### config.mk
export PLATFORM = sky130hd
export DESIGN_NAME = cfmov_unit
export DESIGN_NICKNAME = d
export VERILOG_FILES = /design/src/rtl/cfmov_pkg.sv /design/src/rtl/cfmov_cond.sv /design/src/rtl/cfmov_stage.sv /design/src/rtl/cfmov_unit.sv
export SDC_FILE = /design/constraint.sdc
export NUM_CORES = 1
export LEC_CHECK = 0
export ABC_AREA = 1
export BUFFER_PORTS_ARGS = -buffer_cell sky130_fd_sc_hd__buf_2
export CORE_MARGIN = 3
export CORE_UTILIZATION = 45
export CTS_CLUSTER_DIAMETER = 50
export DETAILED_ROUTE_END_ITERATION = 16
export PLACE_DENSITY = 0.95
export SLEW_MARGIN = 20
export SYNTH_ARGS = -nofsm -noshare
export SYNTH_HDL_FRONTEND = slang
export SYNTH_SLANG_ARGS = --single-unit
### constraint.sdc
create_clock -name clk -period 3.5 [get_ports clk]
set_clock_uncertainty 0.2 [all_clocks]
set_input_delay 0.35 -clock clk [delete_from_list [all_inputs] [get_ports clk]]
set_output_delay 0.35 -clock clk [all_outputs]
set_load 0.05 [all_outputs]
### src/rtl/cfmov_pkg.sv
package cfmov_pkg;
  localparam logic [3:0] OP_MOV_IZ   = 4'd8;
  localparam logic [3:0] OP_MOV_INZ  = 4'd9;
  localparam logic [3:0] OP_MOV_NEG  = 4'd10;
  localparam logic [3:0] OP_MOV_NNEG = 4'd11;
  localparam logic [3:0] OP_MOV_BF   = 4'd12;
  localparam logic [3:0] OP_MOV_BT   = 4'd13;

  typedef struct packed {
    logic rsvd;
    logic take;
  } verdict_t;
endpackage

### src/rtl/cfmov_cond.sv
module cfmov_cond
  import cfmov_pkg::*;
#(
  parameter int INT_W  = 32,
  parameter int BOOL_N = 16,
  parameter int IDX_W  = 4
) (
  input  logic [3:0]       op,
  input  logic [INT_W-1:0] ival,
  input  logic [BOOL_N-1:0] bools,
  input  logic [IDX_W-1:0] idx,
  output verdict_t         verdict
);
  localparam int SEL_SPAN = 1 << IDX_W;

  logic bit_sel;
  logic is_zero;
  logic is_neg;

  generate
    if (SEL_SPAN <= BOOL_N) begin : g_full_index
      assign bit_sel = bools[idx];
    end else begin : g_guarded_index
      logic [SEL_SPAN-1:0] padded;
      assign padded  = {{(SEL_SPAN-BOOL_N){1'b0}}, bools};
      assign bit_sel = padded[idx];
    end
  endgenerate

  assign is_zero = (ival == '0);
  assign is_neg  = ival[INT_W-1];

  always_comb begin
    verdict.rsvd = 1'b0;
    verdict.take = 1'b0;
    unique case (op)
      OP_MOV_IZ:   verdict.take = is_zero;
      OP_MOV_INZ:  verdict.take = !is_zero;
      OP_MOV_NEG:  verdict.take = is_neg;
      OP_MOV_NNEG: verdict.take = !is_neg;
      OP_MOV_BF:   verdict.take = !bit_sel;
      OP_MOV_BT:   verdict.take = bit_sel;
      default:     verdict.rsvd = 1'b1;
    endcase
  end
endmodule

### src/rtl/cfmov_stage.sv
module cfmov_stage #(
  parameter int W = 34
) (
  input  logic         clk,
  input  logic         rst_n,
  input  logic         in_valid,
  output logic         in_ready,
  input  logic [W-1:0] in_payload,
  output logic         out_valid,
  input  logic         out_ready,
  output logic [W-1:0] out_payload
);
  assign in_ready = !out_valid || out_ready;

  always_ff @(posedge clk or negedge rst_n) begin
    if (!rst_n) begin
      out_valid   <= 1'b0;
      out_payload <= '0;
    end else if (in_ready) begin
      out_valid <= in_valid;
      if (in_valid) out_payload <= in_payload;
    end
  end

  assert_hold_R10: assert property (@(posedge clk) disable iff (!rst_n)
    (out_valid && !out_ready) |=> (out_valid && $stable(out_payload)));

  assert_accept_R10: assert property (@(posedge clk) disable iff (!rst_n)
    (in_valid && in_ready) |=> out_valid);
endmodule

### src/rtl/cfmov_unit.sv
module cfmov_unit
  import cfmov_pkg::*;
#(
  parameter int DATA_W = 32,
  parameter int INT_W  = 32,
  parameter int BOOL_N = 16,
  parameter int IDX_W  = 4
) (
  input  logic              clk,
  input  logic              rst_n,
  input  logic              in_valid,
  output logic              in_ready,
  input  logic [3:0]        in_op,
  input  logic [DATA_W-1:0] in_src,
  input  logic [DATA_W-1:0] in_dest,
  input  logic [INT_W-1:0]  in_ival,
  input  logic [BOOL_N-1:0] in_bools,
  input  logic [IDX_W-1:0]  in_idx,
  output logic              out_valid,
  input  logic              out_ready,
  output logic [DATA_W-1:0] out_data,
  output logic              out_wen,
  output logic              out_reserved
);
  localparam int PAY_W = DATA_W + 2;

  verdict_t          verdict;
  logic [DATA_W-1:0] next_val;
  logic [PAY_W-1:0]  pay_in;
  logic [PAY_W-1:0]  pay_out;

  cfmov_cond #(.INT_W(INT_W), .BOOL_N(BOOL_N), .IDX_W(IDX_W)) u_cond (
    .op(in_op), .ival(in_ival), .bools(in_bools), .idx(in_idx),
    .verdict(verdict)
  );

  assign next_val = verdict.take ? in_src : in_dest;
  assign pay_in   = {verdict.rsvd, verdict.take, next_val};

  cfmov_stage #(.W(PAY_W)) u_stage (
    .clk(clk), .rst_n(rst_n),
    .in_valid(in_valid), .in_ready(in_ready), .in_payload(pay_in),
    .out_valid(out_valid), .out_ready(out_ready), .out_payload(pay_out)
  );

  assign out_reserved = pay_out[PAY_W-1];
  assign out_wen      = pay_out[PAY_W-2];
  assign out_data     = pay_out[DATA_W-1:0];

  assert_keep_R7: assert property (@(posedge clk) disable iff (!rst_n)
    (in_valid && in_ready && !verdict.take) |=> (!out_wen && out_data == $past(in_dest)));

  assert_copy_R8: assert property (@(posedge clk) disable iff (!rst_n)
    (in_valid && in_ready && verdict.take) |=> (out_wen && out_data == $past(in_src)));

  assert_rsvd_R9: assert property (@(posedge clk) disable iff (!rst_n)
    (out_valid && out_reserved) |-> !out_wen);

  assert_rsvd_op_R9: assert property (@(posedge clk) disable iff (!rst_n)
    (in_valid && in_ready && (in_op < 4'd8 || in_op > 4'd13)) |=> out_reserved);
endmodule

==> results of run 1 <==
-- routing by layer --
layer / GRT usage [%] / up-vias / wire length (um)
met1: 27.5 / 1232 / 2830
li1: - / 1442 / -
met5: 0 / - / 0
met4: 9.27 / 0 / 102
met3: 4.01 / 8 / 641
met2: 40.1 / 152 / 3450
-- cell type report --
| cell class | count | area [um^2] |
|---|---|---|
| clock buffers | 6 | 72.6 |
| clock inverters | 2 | 12.5 |
| fillers | 443 | 1660 |
| inverters | 84 | 315 |
| multi-input cells | 248 | 1070 |
| flip-flops and latches | 35 | 876 |
| well taps | 67 | 83.8 |
| repair buffers | 162 | 821 |
-- Yosys cell counts (2+ instances only) --
master,count
buf_2,6
buf_4,3
buf_6,4
clkbuf_1,3
dfrtp_1,35
inv_1,83
nand2_1,140
nand2_4,2
nand3_1,76
nand3_2,2
nor2_1,24
-- critical path, cell delays in order (launching register included) --
cell	delay, ns
dfrtp_1	0.39
nand2_1	0.11
nand2_1	0.05
buf_4	0.25
inv_1	0.79
nand3_1	0.19
nand2_1	0.10
-- worst min-delay path by stage --
stage / start / endpoint / cells past startpoint
after global routing: in_src[9] / u_stage.out_payload[9]$_DFFE_PN0P_ / 5
after CTS: out_ready / u_stage.out_valid$_DFFE_PN0N_ / 4
after global placement: u_stage.out_payload[20]$_DFFE_PN0P_ / u_stage.out_payload[20]$_DFFE_PN0P_ / 2
after floorplan: rst_n / u_stage.out_payload[0]$_DFFE_PN0P_ / 0
after detailed placement: u_stage.out_payload[11]$_DFFE_PN0P_ / u_stage.out_payload[11]$_DFFE_PN0P_ / 2
final: out_ready / u_stage.out_valid$_DFFE_PN0N_ / 4
-- cell families after synthesis --
logic type | count (synthesis) | share of synthesized area [%]
simple gates | 245 | 44.2
compound gates | 2 | 0.528
flops | 35 | 37.0
xor+xnor | 1 | 0.370
buf+inv | 100 | 17.9
-- stage by stage --
| step | hold slack [ns] | setup WS, ns |
|---|---|---|
| floorplan | -0.146 | 1.37 |
| global placement | 0.258 | 1.13 |
| detailed placement | 0.261 | 1.09 |
| CTS | 0.137 | 1.34 |
| global route | 0.173 | 1.12 |
| finish | 0.148 | 1.32 |
-- sequential cells by signal, indices dropped and copies added, names as in the netlist --
name,count
u_stage.out_valid,1
u_stage.out_payload,34
-- power by group --
part	leakage, nW	switching (mW)	internal, mW	total, mW
Combinational	1.68	0.499	0.184	0.683
Clock	0.0412	0.142	0.139	0.281
Sequential	0.424	0.0438	0.482	0.526
Total	2.15	0.685	0.806	1.49
==> run metrics, run 1 <==
Slew Viols, Final=0; Clock Latency Late Sink=0.28 ns; total global routing track utilization=22.8%; Sum Neg Setup Slack=0 ns; Top Ports=160; Post-CTS Hold Buffers=1; Total Wirelength=7030 um; yosys warns=0; post-CTS sizing=0; slew margin rel.=32.2%; status=finished, final reports clean; Mean Syn Cell Area=6.18 um^2; TritonCTS clock tree=built; Data required, critical path=3.52 ns; Top FF cell, synth=dfrtp_1; Final Cycle Share=62.1%; RR Startpoint=u_stage.out_valid$_DFFE_PN0N_; commonest non-fill, non-tap cell in the layout=buf_2; max cap viols=0; drt drc=0; initial core utilization=48.2%; fin cells=604; CTS max path bufs=2; Core Box Area=4910 um^2; initial antenna violation count=0; Port Buffers=159; area leader, netlist=dfrtp_1; startpoint types=flop; R2R Path End=u_stage.out_payload[12]$_DFFE_PN0P_; sequential area share after synthesis=37.0%; Tmin final=2.18 ns; RSZ-0062 raised after global routing=false; Seq cells post-synth=35; power density over the cells=459 nW/um^2; largest net degree at the start of global routing=38; Async S/R FF share, synth=100%; Final Instance Area=3250 um^2; first drt pass iteration count=4; most frequent cells in the layout=159 x buf_2, 140 x nand2_1, 83 x inv_1; die area=6170 um^2; Peak supply drop=0.276 mV; crit end category=flop; first-pass GRT wire length=11300 um; Worst Setup SP=u_stage.out_valid$_DFFE_PN0N_; DRT antenna net count=0; WP data arrival=2.19 ns; Syn-to-layout area delta=37.2%; cts bufs inserted=5; Layout Nets=660; vias in the first global route=2645; via count=2834; Sink Count=35; clk slew on worst S/H paths=0.07 ns; Area contributors post-synth=dfrtp_1 37%, nand2_1 22%, nand3_1 16%; Post-Syn Instances=383; f_max=460 MHz; Cell variety after synth=16; Reg2Reg Depth=6; setup bufs post-CTS=0; HPWL after DPL=5340 um; CP Capture Point=u_stage.out_payload[12]$_DFFE_PN0P_; final setup vio count=0; routability cong.=0.835; Mapped Area=2370 um^2; crit-path max FO=37; synthesized net count=507; placed cell count=595; Die H=78.5 um; measured slew at the worst slew-check pin=1.02 ns; Ant. Diodes=0; H-tree lvl count=2; Tot Pwr=1.49 mW; number of DRC markers in iteration 0=136; std cell rows=25; CTS root buf=clkbuf_8; gr ovfl total=0; WL per Instance=11.6 um; share of layout cells above drive strength 1=32.2%; die outline width=78.5 um; EDFF count, synth=0; static leakage=2.15 nW; Placed Area=3150 um^2; Fin. Hold Viols=0; final core utilization=66.1%; Synth top area share=37.0%; flop2flop setup slack=1.32 ns; WS Path Type=reg2reg; min-delay worst type=in2reg; vias per inst=4.69
(Power assumes the default switching activity.)
==> run 2: changes to the inputs <==
Settings changed: ABC_AREA 1 to 0, CORE_UTILIZATION 45 to 38, PLACE_DENSITY 0.95 to 0.87.
Clock period 3.5 ns to 1.95 ns, I/O delays scaled along.
==> run metrics, run 2 <==
status=finished, final reports clean; Layout Nets=594 (-10%); highest-delay cell along the critical path=or4_1; CP cell instances=buf_6 -> nor4_4 -> nand4_1 -> or4_1 -> and3_4 -> and3_4 -> buf_12 -> o211ai_1; die area=7320 um^2 (+19%); Seq cells post-synth=35 (unchanged); startpoint types=input pin; vias per inst=5.24 (+12%); Largest register FFs=34 (unchanged); commonest non-fill, non-tap cell in the layout=buf_2; WL per Instance=15.6 um (+34%); first drt pass iteration count=4 (unchanged); H-tree lvl count=2 (unchanged); Tmin final=1.94 ns; die outline width=85.6 um (+8.9%); Port Buffers=159 (unchanged); family with the most delay on the worst path=simple AND/OR/NAND/NOR gates; Cell variety after synth=31 (+15); clk slew on worst S/H paths=0.07 ns (about the same); Post-Syn Instances=279 (-27%); CTS max path bufs=2 (unchanged); fin cells=546 (-9.6%); Tot Pwr=2.82 mW (+89%); Clock Latency Late Sink=0.28 ns (about the same); EDFF count, synth=0 (unchanged); Synth top area share=36.4% (-0.58 points); initial core utilization=39.9% (-8.3 points); Final Cycle Share=99.6%; Syn-to-layout area delta=63.2%; Mapped Area=2400 um^2 (+1.6%); RSZ-0062 raised after global routing=true; slew margin rel.=54.4% (+22 points); std cell rows=28 (+12%); CTS root buf=clkbuf_8; DRT antenna net count=0 (unchanged); final setup vio count=0 (unchanged); Sink Count=35 (unchanged); Biggest register=u_stage.out_payload; Filler cells=507 (+14%); sequential area share after synthesis=36.4% (-0.58 points); Peak supply drop=0.441 mV (+60%); number of DRC markers in iteration 0=92 (-32%); Top FF cell, synth=dfrtp_1; Worst path most repeated cell=and3_4; crit-path max cell delay=0.51 ns (-0.28 ns); biggest regs=u_stage.out_payload x34, u_stage.out_valid x1; Post-synth top cells=104 x nand2_1, 35 x dfrtp_1, 32 x nand4b_1; Fin. Hold Viols=0 (unchanged); Ant. Diodes=0 (unchanged); Die H=85.6 um (+8.9%); Slew Viols, Final=0 (unchanged); first-pass GRT wire length=13000 um (+15%); max cap viols=0 (unchanged); vias in the first global route=2869 (+8.5%); gr ovfl total=0 (unchanged); most common cell in the netlist=nand2_1; total global routing track utilization=21.9% (-0.91 points); min-delay worst type=in2reg; Data required, critical path=1.94 ns (-1.58 ns); share of layout cells above drive strength 1=47.6% (+15 points); cts bufs inserted=5 (unchanged); Hold WS=0.00799 ns (-0.140 ns); Total Wirelength=8530 um (+21%); drt drc=0 (unchanged); most frequent cells in the layout=151 x buf_2, 104 x nand2_1, 34 x dfrtp_1; Core Box Area=6030 um^2 (+23%); crit-path max FO=15 (-59%); area leader, netlist=dfrtp_1; placed cell count=502 (-16%); Area contributors post-synth=dfrtp_1 36%, nand2_1 16%, o211ai_2 15%; measured slew at the worst slew-check pin=0.684 ns (-0.332 ns); final core utilization=65.1% (-1.0 points); largest net degree at the start of global routing=67 (+76%); Async S/R FF share, synth=100% (unchanged); WP data arrival=1.93 ns (-0.26 ns); TritonCTS clock tree=built; f_max=515 MHz; power density over the cells=719 nW/um^2 (+57%); HPWL after DPL=5660 um (+5.9%); Top Ports=160 (unchanged); static leakage=1.92 nW (-11%); synthesized net count=403 (-21%); routability cong.=0.945 (+13%); crit end category=flop; WS Path Type=in2reg; initial antenna violation count=0 (unchanged); via count=2859 (+0.88%); Mean Syn Cell Area=8.62 um^2 (+39%); number of buffers and inverters on the critical path=2 (unchanged); yosys warns=0 (unchanged)
-- run 2: power breakdown --
group          internal (mW)  leakage [nW]  switching [mW]  total [mW]
Clock                  0.383        0.0524           0.252       0.635
Combinational          0.437          1.44           0.830        1.27
Sequential             0.851         0.428          0.0693       0.920
Total                   1.67          1.92            1.15        2.82
-- run 2: worst paths after layout --
| kind | start | endpoint | slack (ns) | cells after the start |
|---|---|---|---|---|
| max | in_ival[30] | u_stage.out_payload[17]$_DFFE_PN0P_ | 0.008 | 8 |
| min | in_src[22] | u_stage.out_payload[22]$_DFFE_PN0P_ | 0.008 | 3 |
| max reg2reg | u_stage.out_valid$_DFFE_PN0N_ | u_stage.out_payload[6]$_DFFE_PN0P_ | 0.32 | 6 |
| min reg2reg | u_stage.out_payload[29]$_DFFE_PN0P_ | u_stage.out_payload[29]$_DFFE_PN0P_ | 0.28 | 2 |
| max in group asynchronous | rst_n | u_stage.out_payload[27]$_DFFE_PN0P_ | 0.69 | 3 |
| min in group asynchronous | rst_n | u_stage.out_payload[11]$_DFFE_PN0P_ | 0.30 | 2 |
-- run 2: per-layer routing --
layer / global-route usage, % / vias up / routed length [um]
met4: 5.90 / 0 / 173
met5: 0 / - / 0
li1: - / 1386 / -
met1: 25.2 / 1340 / 3280
met2: 41.4 / 115 / 4610
met3: 3.94 / 18 / 463
-- run 2: logic make-up after synthesis --
kind of cell / after synthesis / synth area share (%)
buf+inv: 27 / 5.62
mux: 8 / 3.33
flops: 35 / 36.4
simple gates: 165 / 35.3
compound gates: 44 / 19.3
-- run 2: final cells by class --
type / count / area (um^2) / share of cell area (%)
multi-input combinational: 217 / 1460 / 37.2
timing repair buffer: 210 / 1380 / 35.2
sequential: 35 / 877 / 22.3
tap: 75 / 93.8 / 2.39
clock buffer: 7 / 76.3 / 1.94
clock inverter: 1 / 30.0 / 0.765
inverter: 1 / 3.75 / 0.0956
-- run 2: metrics by stage --
step	area [um^2]	TNS [ns]	setup WS, ns
after global placement	3320	-10.62	-0.332
after global routing	3930	-1.14	-0.0950
final	3930	0	0.00773
after floorplan	2440	-7.48	-0.243
after CTS	3800	0	0.00186
after detailed placement	3320	-12.50	-0.411
-- run 2: tightest hold or removal path, cell delays in order --
cell and delay [ns]:
buf_2 0.10, nand2_1 0.07, o211ai_2 0.08
-- run 2: repair_timing --
item / 4_1_cts / 5_1_grt
cloned: 0 / 2
setup endpoints to repair: 33 / 33
gates resized for setup: 10 / 12
pin swaps: 2 / 11
hold endpoints to repair: 60 / 0
setup buffers: 0 / 1
hold buffers: 33 / 0
